`src/rtl/lpwr_pkg.sv`:
```
package lpwr_pkg;
    localparam int CFG_W   = 8;
    localparam int ARM_BIT = 7;
    localparam int RSV_BIT = 6;
    localparam int MD_HI   = 5;
    localparam int MD_LO   = 4;
    localparam int MD_W    = MD_HI - MD_LO + 1;
    localparam int THR_W   = 4;
    localparam int LVL_W   = 3;
    localparam int NUM_DOM = 3;

    typedef enum logic [1:0] {
        ST_RUN    = 2'd0,
        ST_ENTER  = 2'd1,
        ST_LOWPWR = 2'd2,
        ST_EXIT   = 2'd3
    } lp_state_e;

    typedef enum logic [MD_W-1:0] {
        MD_RUN  = 2'd0,
        MD_DOZE = 2'd1,
        MD_WAIT = 2'd2,
        MD_STOP = 2'd3
    } lp_mode_e;

    typedef struct packed {
        logic             arm;
        logic [MD_W-1:0]  msel;
        logic [THR_W-1:0] thr;
    } cfg_t;
endpackage

```
`src/rtl/lpwr_cfg_reg.sv`:
```
module lpwr_cfg_reg
    import lpwr_pkg::*;
(
    input  logic             clk,
    input  logic             rst_n,
    input  logic             wr_en,
    input  logic             wr_sup,
    input  logic             wr_allow,
    input  logic [CFG_W-1:0] wr_data,
    output cfg_t             cfg,
    output logic [CFG_W-1:0] rd_data
);
    cfg_t cfg_d, cfg_q;

    always_comb begin
        cfg_d = cfg_q;
        if (wr_en && wr_sup && wr_allow) begin
            cfg_d.arm  = wr_data[ARM_BIT];
            cfg_d.msel = wr_data[MD_HI:MD_LO];
            cfg_d.thr  = wr_data[THR_W-1:0];
        end
    end

    always_ff @(posedge clk or negedge rst_n) begin
        if (!rst_n) cfg_q <= '0;
        else        cfg_q <= cfg_d;
    end

    always_comb begin
        rd_data                = '0;
        rd_data[ARM_BIT]       = cfg_q.arm;
        rd_data[RSV_BIT]       = 1'b0;
        rd_data[MD_HI:MD_LO]   = cfg_q.msel;
        rd_data[THR_W-1:0]     = cfg_q.thr;
    end

    assign cfg = cfg_q;
endmodule

```
`src/rtl/lpwr_wake_cmp.sv`:
```
module lpwr_wake_cmp #(
    parameter int LVL_W = 3,
    parameter int THR_W = 4
) (
    input  logic             armed,
    input  logic [LVL_W-1:0] level,
    input  logic [THR_W-1:0] thresh,
    output logic             wake
);
    localparam int PAD = THR_W - LVL_W;
    logic [THR_W-1:0] level_ext;

    generate
        if (PAD > 0) begin : g_pad
            assign level_ext = {{PAD{1'b0}}, level};
        end else begin : g_nopad
            assign level_ext = level[THR_W-1:0];
        end
    endgenerate

    assign wake = armed && (level_ext > thresh);
endmodule

```
`src/rtl/lpwr_fsm.sv`:
```
module lpwr_fsm
    import lpwr_pkg::*;
(
    input  logic            clk,
    input  logic            rst_n,
    input  logic            stop_exec,
    input  logic            arm,
    input  logic [MD_W-1:0] msel,
    input  logic            wake,
    output lp_state_e       state,
    output logic [MD_W-1:0] act_mode
);
    typedef struct packed {
        lp_state_e st;
        lp_mode_e  md;
    } fsm_regs_t;

    fsm_regs_t r_d, r_q;

    always_comb begin
        r_d = r_q;
        unique case (r_q.st)
            ST_RUN: begin
                if (stop_exec && arm) begin
                    r_d.st = ST_ENTER;
                    r_d.md = lp_mode_e'(msel);
                end
            end
            ST_ENTER:  r_d.st = ST_LOWPWR;
            ST_LOWPWR: if (wake) r_d.st = ST_EXIT;
            ST_EXIT: begin
                r_d.st = ST_RUN;
                r_d.md = MD_RUN;
            end
            default: r_d.st = ST_RUN;
        endcase
    end

    always_ff @(posedge clk or negedge rst_n) begin
        if (!rst_n) begin
            r_q.st <= ST_RUN;
            r_q.md <= MD_RUN;
        end else begin
            r_q <= r_d;
        end
    end

    assign state    = r_q.st;
    assign act_mode = r_q.md;
endmodule

```
`src/rtl/lpwr_clk_dec.sv`:
```
module lpwr_clk_dec #(
    parameter int NUM_DOM = 3,
    parameter int MD_W    = 2
) (
    input  logic               gate,
    input  logic [MD_W-1:0]    mode,
    output logic [NUM_DOM-1:0] clk_en
);
    generate
        for (genvar g = 0; g < NUM_DOM; g++) begin : g_dom
            assign clk_en[g] = !(gate && (int'(mode) > g));
        end
    endgenerate
endmodule

```
`src/rtl/lpwr_ctrl.sv`:
```
module lpwr_ctrl
    import lpwr_pkg::*;
(
    input  logic             clk,
    input  logic             rst_n,
    input  logic             reg_wr_en,
    input  logic             reg_wr_sup,
    input  logic [CFG_W-1:0] reg_wr_data,
    output logic [CFG_W-1:0] reg_rd_data,
    input  logic             stop_exec,
    input  logic [LVL_W-1:0] irq_level,
    output logic             core_clk_en,
    output logic             bus_clk_en,
    output logic             per_clk_en,
    output logic [MD_W-1:0]  lp_mode,
    output logic             exit_req
);
    cfg_t               cfg;
    lp_state_e          state_q;
    logic [MD_W-1:0]    act_mode;
    logic               in_lp;
    logic               wake;
    logic [NUM_DOM-1:0] dom_en;

    assign in_lp = (state_q == ST_LOWPWR);

    lpwr_cfg_reg u_cfg (
        .clk      (clk),
        .rst_n    (rst_n),
        .wr_en    (reg_wr_en),
        .wr_sup   (reg_wr_sup),
        .wr_allow (state_q == ST_RUN),
        .wr_data  (reg_wr_data),
        .cfg      (cfg),
        .rd_data  (reg_rd_data)
    );

    lpwr_wake_cmp #(.LVL_W(LVL_W), .THR_W(THR_W)) u_cmp (
        .armed  (in_lp),
        .level  (irq_level),
        .thresh (cfg.thr),
        .wake   (wake)
    );

    lpwr_fsm u_fsm (
        .clk       (clk),
        .rst_n     (rst_n),
        .stop_exec (stop_exec),
        .arm       (cfg.arm),
        .msel      (cfg.msel),
        .wake      (wake),
        .state     (state_q),
        .act_mode  (act_mode)
    );

    lpwr_clk_dec #(.NUM_DOM(NUM_DOM), .MD_W(MD_W)) u_dec (
        .gate   (in_lp),
        .mode   (act_mode),
        .clk_en (dom_en)
    );

    assign core_clk_en = dom_en[0];
    assign bus_clk_en  = dom_en[1];
    assign per_clk_en  = dom_en[2];
    assign lp_mode     = act_mode;
    assign exit_req    = wake;
endmodule

```
`config.mk`:
```
export PLATFORM = sky130hd
export DESIGN_NAME = lpwr_ctrl
export DESIGN_NICKNAME = d
export VERILOG_FILES = /design/src/rtl/lpwr_pkg.sv /design/src/rtl/lpwr_cfg_reg.sv /design/src/rtl/lpwr_wake_cmp.sv /design/src/rtl/lpwr_fsm.sv /design/src/rtl/lpwr_clk_dec.sv /design/src/rtl/lpwr_ctrl.sv
export SDC_FILE = /design/constraint.sdc
export NUM_CORES = 1
export LEC_CHECK = 0
export ABC_CLOCK_PERIOD_IN_PS = 1800
export BUFFER_PORTS_ARGS = -buffer_cell sky130_fd_sc_hd__buf_2
export CORE_MARGIN = 1
export CORE_UTILIZATION = 39
export DETAILED_ROUTE_END_ITERATION = 16
export PLACE_DENSITY = 0.72
export SYNTH_ARGS = -nofsm -noshare
export SYNTH_HDL_FRONTEND = slang
export SYNTH_SLANG_ARGS = --single-unit
```
`constraint.sdc`:
```
create_clock -name clk -period 1.8 [get_ports clk]
set_clock_uncertainty 0.15 [all_clocks]
set_input_delay 0.18 -clock clk [delete_from_list [all_inputs] [get_ports clk]]
set_output_delay 0.18 -clock clk [all_outputs]
set_load 0.02 [all_outputs]
```
* After elaboration in Yosys (flattened, before gate mapping)
Index checks and enable logic that the tools add are counted.
W data, S select, Z words.
** Storage, ports and cells
- Flip-flop bits (word level) :: 11
- Bits in latches :: 0
- RAM bits :: 0
- Memory bits (read-only) :: 0
- Input bits :: 16
- Output and inout bits :: 14
- Word-level logic and storage cells :: 32
- Memories kept :: 0
** Operators by class
- Add/sub/neg operators :: 0
- $mul :: 0
- Div/mod/pow operators :: 0
- $lt $le $gt $ge :: 4
- Equality and inequality tests :: 5
- Shift operators :: 0
- Mux-type cells :: 4
- Bitwise logic cells :: 0
- Reductions and logical operators :: 14
** Operators with widths (count)
- $pmux W2 S4 :: 1
- $logic_and A1 B1 Y1 :: 7
- $eq A2 B2 Y1 const B :: 2
- $gt A2 B1 Y1 const B :: 2
- $gt A3 B4 Y1 :: 1
- $mux W4 :: 1
- $pmux W2 S2 :: 1
- $reduce_and A2 Y1 :: 2
- $logic_not A1 Y1 :: 3
- $eq A2 B1 Y1 const B :: 1
- $gt A2 B2 Y1 const B :: 1
- $logic_not A2 Y1 :: 1
- $mux W2 :: 1
- $ne A2 B1 Y1 const B :: 1
- $ne A2 B2 Y1 const B :: 1
- $reduce_bool A2 Y1 :: 1

* Depth between registers and ports, before layout
- Word-level depth :: 4
- Gate-level depth with buffers :: 6
- Depth with buffers taken out :: 6

* Cells and area by module
From an unflattened synthesis, not the netlist that was laid out.
** Second synthesis, totals
- Cell total of the unflattened synthesis :: 63
- Area total of the unflattened synthesis :: 706.9 µm²
** By module, submodules not included
- lpwr_cfg_reg :: instances 1, cells an instance 24, area an instance 335.3 µm², sequential area each 175.2 µm²
- lpwr_fsm :: instances 1, cells an instance 23, area an instance 255.2 µm², sequential area each 100.1 µm²
- lpwr_wake_cmp :: instances 1, cells an instance 11, area an instance 85.1 µm², sequential area each 0.0 µm²
- lpwr_ctrl :: instances 1, cells an instance 2, area an instance 17.5 µm², sequential area each 0.0 µm²
- lpwr_clk_dec :: instances 1, cells an instance 3, area an instance 13.8 µm², sequential area each 0.0 µm²

* Least setup slack after synthesis
OpenSTA, ideal clock, no wires.
- Path type :: register to output
- Start :: reg u_cfg.cfg_q, in the netlist u_cfg.cfg[2]
- End :: out exit_req
- Arrival :: 1.590 ns
- Data required time :: 1.470 ns
- Path slack :: -0.120 ns
- Cell stages (with the launch flop) :: 6
- Buffers on the path :: 0
- Cell sequence :: dfrtp_1 inv_1 ha_1 and3b_1 o21ai_1 nor3b_1
** On the way
- Word-level cells in the longest chain between the ends :: 2
** Ends and longest elaborated chain
- start, declared :: RTL line lpwr_cfg_reg.sv:13 : cfg_t cfg_d, cfg_q;
- start signal, assigned :: RTL line lpwr_cfg_reg.sv:26 : else cfg_q <= cfg_d;
- $gt A3 B4 Y1 :: RTL line lpwr_wake_cmp.sv:21 : assign wake = armed && (level_ext > thresh);
- $logic_and A1 B1 Y1 :: RTL line lpwr_wake_cmp.sv:21
- end, declared :: RTL line lpwr_ctrl.sv:16 : output logic exit_req
No other way between the ends.

* Final worst setup path
Same ends and word-level chain as after synthesis.

==> summary.txt <==
Logic synthesis
  – Top cells by area, synth: dfrtp_1 45%, mux2_2 13%, ha_1 12%
  – Number of synthesized flops with an enable pin: 0
  – Sequential share of the synthesized area: 0.445
  – Mean Syn Cell Area: 11.4 um^2
  – Mapped Cells: 54
  – Cell variety after synth: 19
  – Nets in the synthesized netlist: 76
  – Leading area contributor after synthesis: dfrtp_1
  – Post-synth top area share: 0.445
  – Ys async rst share: 1.00
  – Ys flop type: dfrtp_1
  – Synth Cell Area: 618 um^2
  – Most frequent cell after synthesis: dfrtp_1
  – Yosys warns: 0
  – Yosys reg bits: 11
  – Top cells by count, synth: 11 x dfrtp_1, 7 x mux2_2, 6 x ha_1

Routing
  – Drt first-iter violations: 3
  – Total Wirelength: 1320 um
  – First-pass DRT Iterations: 3
  – Post-DRT Antenna Nets: 0
  – WL per Instance: 11.8 um
  – Via count: 548
  – DRC viols: 0
  – Via/cell ratio: 4.89

Cells and area
  – Fin nets: 119
  – Ratio of cells with drive above 1 in the final layout: 0.563
  – Layout fillers: 114
  – Antenna Cells: 0
  – Layout Area Growth over Synthesis: 52.0%
  – Final Instance Area: 940 um^2
  – Area of the multi-input gates: 340 um^2
  – Register Area: 278 um^2

Global route
  – Largest net degree at the start of global routing: 12
  – Initial antenna violation count: 0
  – Vias in the first global route: 498
  – GRT Util Overall: 0.162
  – Total congestion overflow: 0
  – Global-route wire length before repair: 2060 um

Timing
  – Fmax: 0.548 GHz
  – Final Max Slew Viols: 0
  – Crit path time final: 1820 ps
  – Final setup margin: -23.5 ps
  – Hold slack final: 124 ps
  – Fin. Hold Viols: 0
  – Final Cycle Share: 1.01
  – Setup violations, final: 1
  – RSZ-0062 raised after global routing: yes

Clock network
  – CTS Root Buffer Type: clkbuf_4
  – Reg clk slew, reported paths: 80 ps
  – CTS tree: yes
  – CTS Buf Count: 3
  – Htree depth: 1
  – Clock Latency Late Sink: 270 ps
  – Sink Count: 11
  – Max clock buf depth: 2

Outcome
  – Failing checks: setup timing
  – Status: finished, violations left

Power
  – Net Sw Frac: 0.418
  – Power per cell area: 1720 nW/um^2
  – Leakage: 0.478 nW
  – Power, Total: 1.61 mW
  – Peak VDD IR: 0.000901 V
  – Comb power frac: 0.592
  – Seq pwr share: 0.303
  – Clock power share: 0.105
  – Cell Int Power: 0.939 mW
  – NetSw: 0.674 mW

Floorplan
  – Initial Util: 0.415
  – Num ports: 30
  – DIE AREA: 1750 um^2
  – Die W: 41.8 um
  – Die Y: 41.8 um
  – Row cnt: 14
  – Placeable core area: 1490 um^2

Worst setup path
  – Slowest cell on the critical path: dfrtp_2
  – Crit path required time: 1470 ps
  – Worst Path Max Fanout: 3
  – CP cell instances: inv_2 -> ha_4 -> a21o_1 -> o21ai_2 -> nor3b_2 -> buf_4
  – Worst Setup Path Type: flop to primary output
  – Critical Path AT: 1490 ps
  – CP endpoint kind: primary output
  – Crit start category: flop
  – CP peak stage delay: 410 ps

Placed design
  – Port bufs: 27
  – Placed cell area: 781 um^2
  – RD Place Congestion: 0.679
  – Post-DP HPWL: 1000 um

Min path
  – Worst hold path type: input pin to flop

Job
  – MaxCap Viol Count: 0
area by class of cell:
cell class | count | area share
Clock buffer | 3 | 0.0240
Clock inverter | 1 | 0.00533
Inverter | 5 | 0.0200
Multi-Input combinational cell | 36 | 0.362
Sequential cell | 11 | 0.296
Tap cell | 16 | 0.0213
Timing Repair Buffer | 40 | 0.272
layout by cell type (no fill, tap or decap):
cell,synthesis,routed
buf_2,0,26
dfrtp_1,11,9
dlygate4sd3_1,0,8
mux2_2,7,7
buf_4,2,6
ha_1,6,4
inv_1,5,3
nand3_1,3,3
o21ai_0,3,3
nand2_1,3,3
clkbuf_4,0,3
inv_2,0,2
a21o_1,2,2
nor2b_1,2,2
a41oi_1,2,2
dfrtp_2,0,2
and3b_1,1,1
o21ai_2,0,1
nor3b_2,0,1
a21boi_2,1,1
a21oi_4,0,1
mux2_4,1,1
o22a_1,1,1
ha_4,0,1
ha_2,0,1
conb_1,1,1
clkinv_2,0,1
registers in the layout, indices dropped and copies added, names as in the netlist:
signal,flops
u_cfg.cfg,7
u_fsm.state,2
u_fsm.act_mode,2
routing by layer:
metal | vias to the layer above | part of all wire | global-route usage
li1 | 270 | - | -
met2 | 20 | 0.54 | 0.275
met4 | 0 | 0.0068 | 0.0581
met3 | 2 | 0.061 | 0.0783
met5 | - | 0 | 0
met1 | 256 | 0.39 | 0.174
power by group through the flow:
stage          combinational (mW)  sequential [mW]  clock, mW
4_1_cts                     0.926            0.489      0.182
2_1_floorplan               0.480            0.584          0
5_1_grt                      1.04            0.506      0.187
6_report                    0.955            0.489      0.169
3_3_place_gp                0.785            0.490          0
3_5_place_dp                0.815            0.498          0
critical path: cells and delay by family, from the launching register on:
| family | cells | cell delay [ps] |
|---|---|---|
| compound gates | 2 | 320 |
| fa+ha+maj | 1 | 200 |
| buf+inv | 2 | 220 |
| flops | 1 | 410 |
| simple gates | 1 | 60 |
timing repair:
action | 4_1_cts | 5_1_grt
hold buffers | 8 | 0
resized for setup | 4 | 3
setup endpoints to repair | 2 | 2
pin swaps | 3 | 1
endpoints found under the hold margin | 18 | 0
setup buffers | 3 | 0
logic make-up after synthesis:
group                      synth area share
muxes                                 0.152
buffers and inverters                0.0547
and+or+nand+nor                      0.0891
adders and majority gates             0.121
other                               0.00607
AOI/OAI and AO/OA                     0.132
DFF                                   0.445
final timing paths:
path / cells past startpoint / start / slack (ps) / to
worst max-delay path: 6 / u_cfg.cfg[2] / -20 / exit_req
worst max register to register: 7 / u_cfg.cfg[2] / 50 / u_fsm.state[1]
worst min register to register: 1 / u_fsm.state[0] / 390 / u_fsm.state[0]
max in group asynchronous: 2 / rst_n / 1140 / u_cfg.cfg[2]
min in group asynchronous: 2 / rst_n / 140 / u_fsm.state[0]
worst min-delay path: 4 / stop_exec / 120 / u_fsm.act_mode[0]
per-stage QoR:
step | TNS [ps] | instances | util | worst slack [ps]
floorplan | 0 | 54 | - | 3.58
global placement | 0 | 97 | 0.524 | 32.6
detailed placement | 0 | 97 | 0.524 | 12.0
CTS | -51.9 | 112 | 0.624 | -51.9
global route | -133 | 112 | 0.631 | -112
finish | -23.5 | 112 | 0.631 | -23.5
Power figures use the tool's default switching activity.
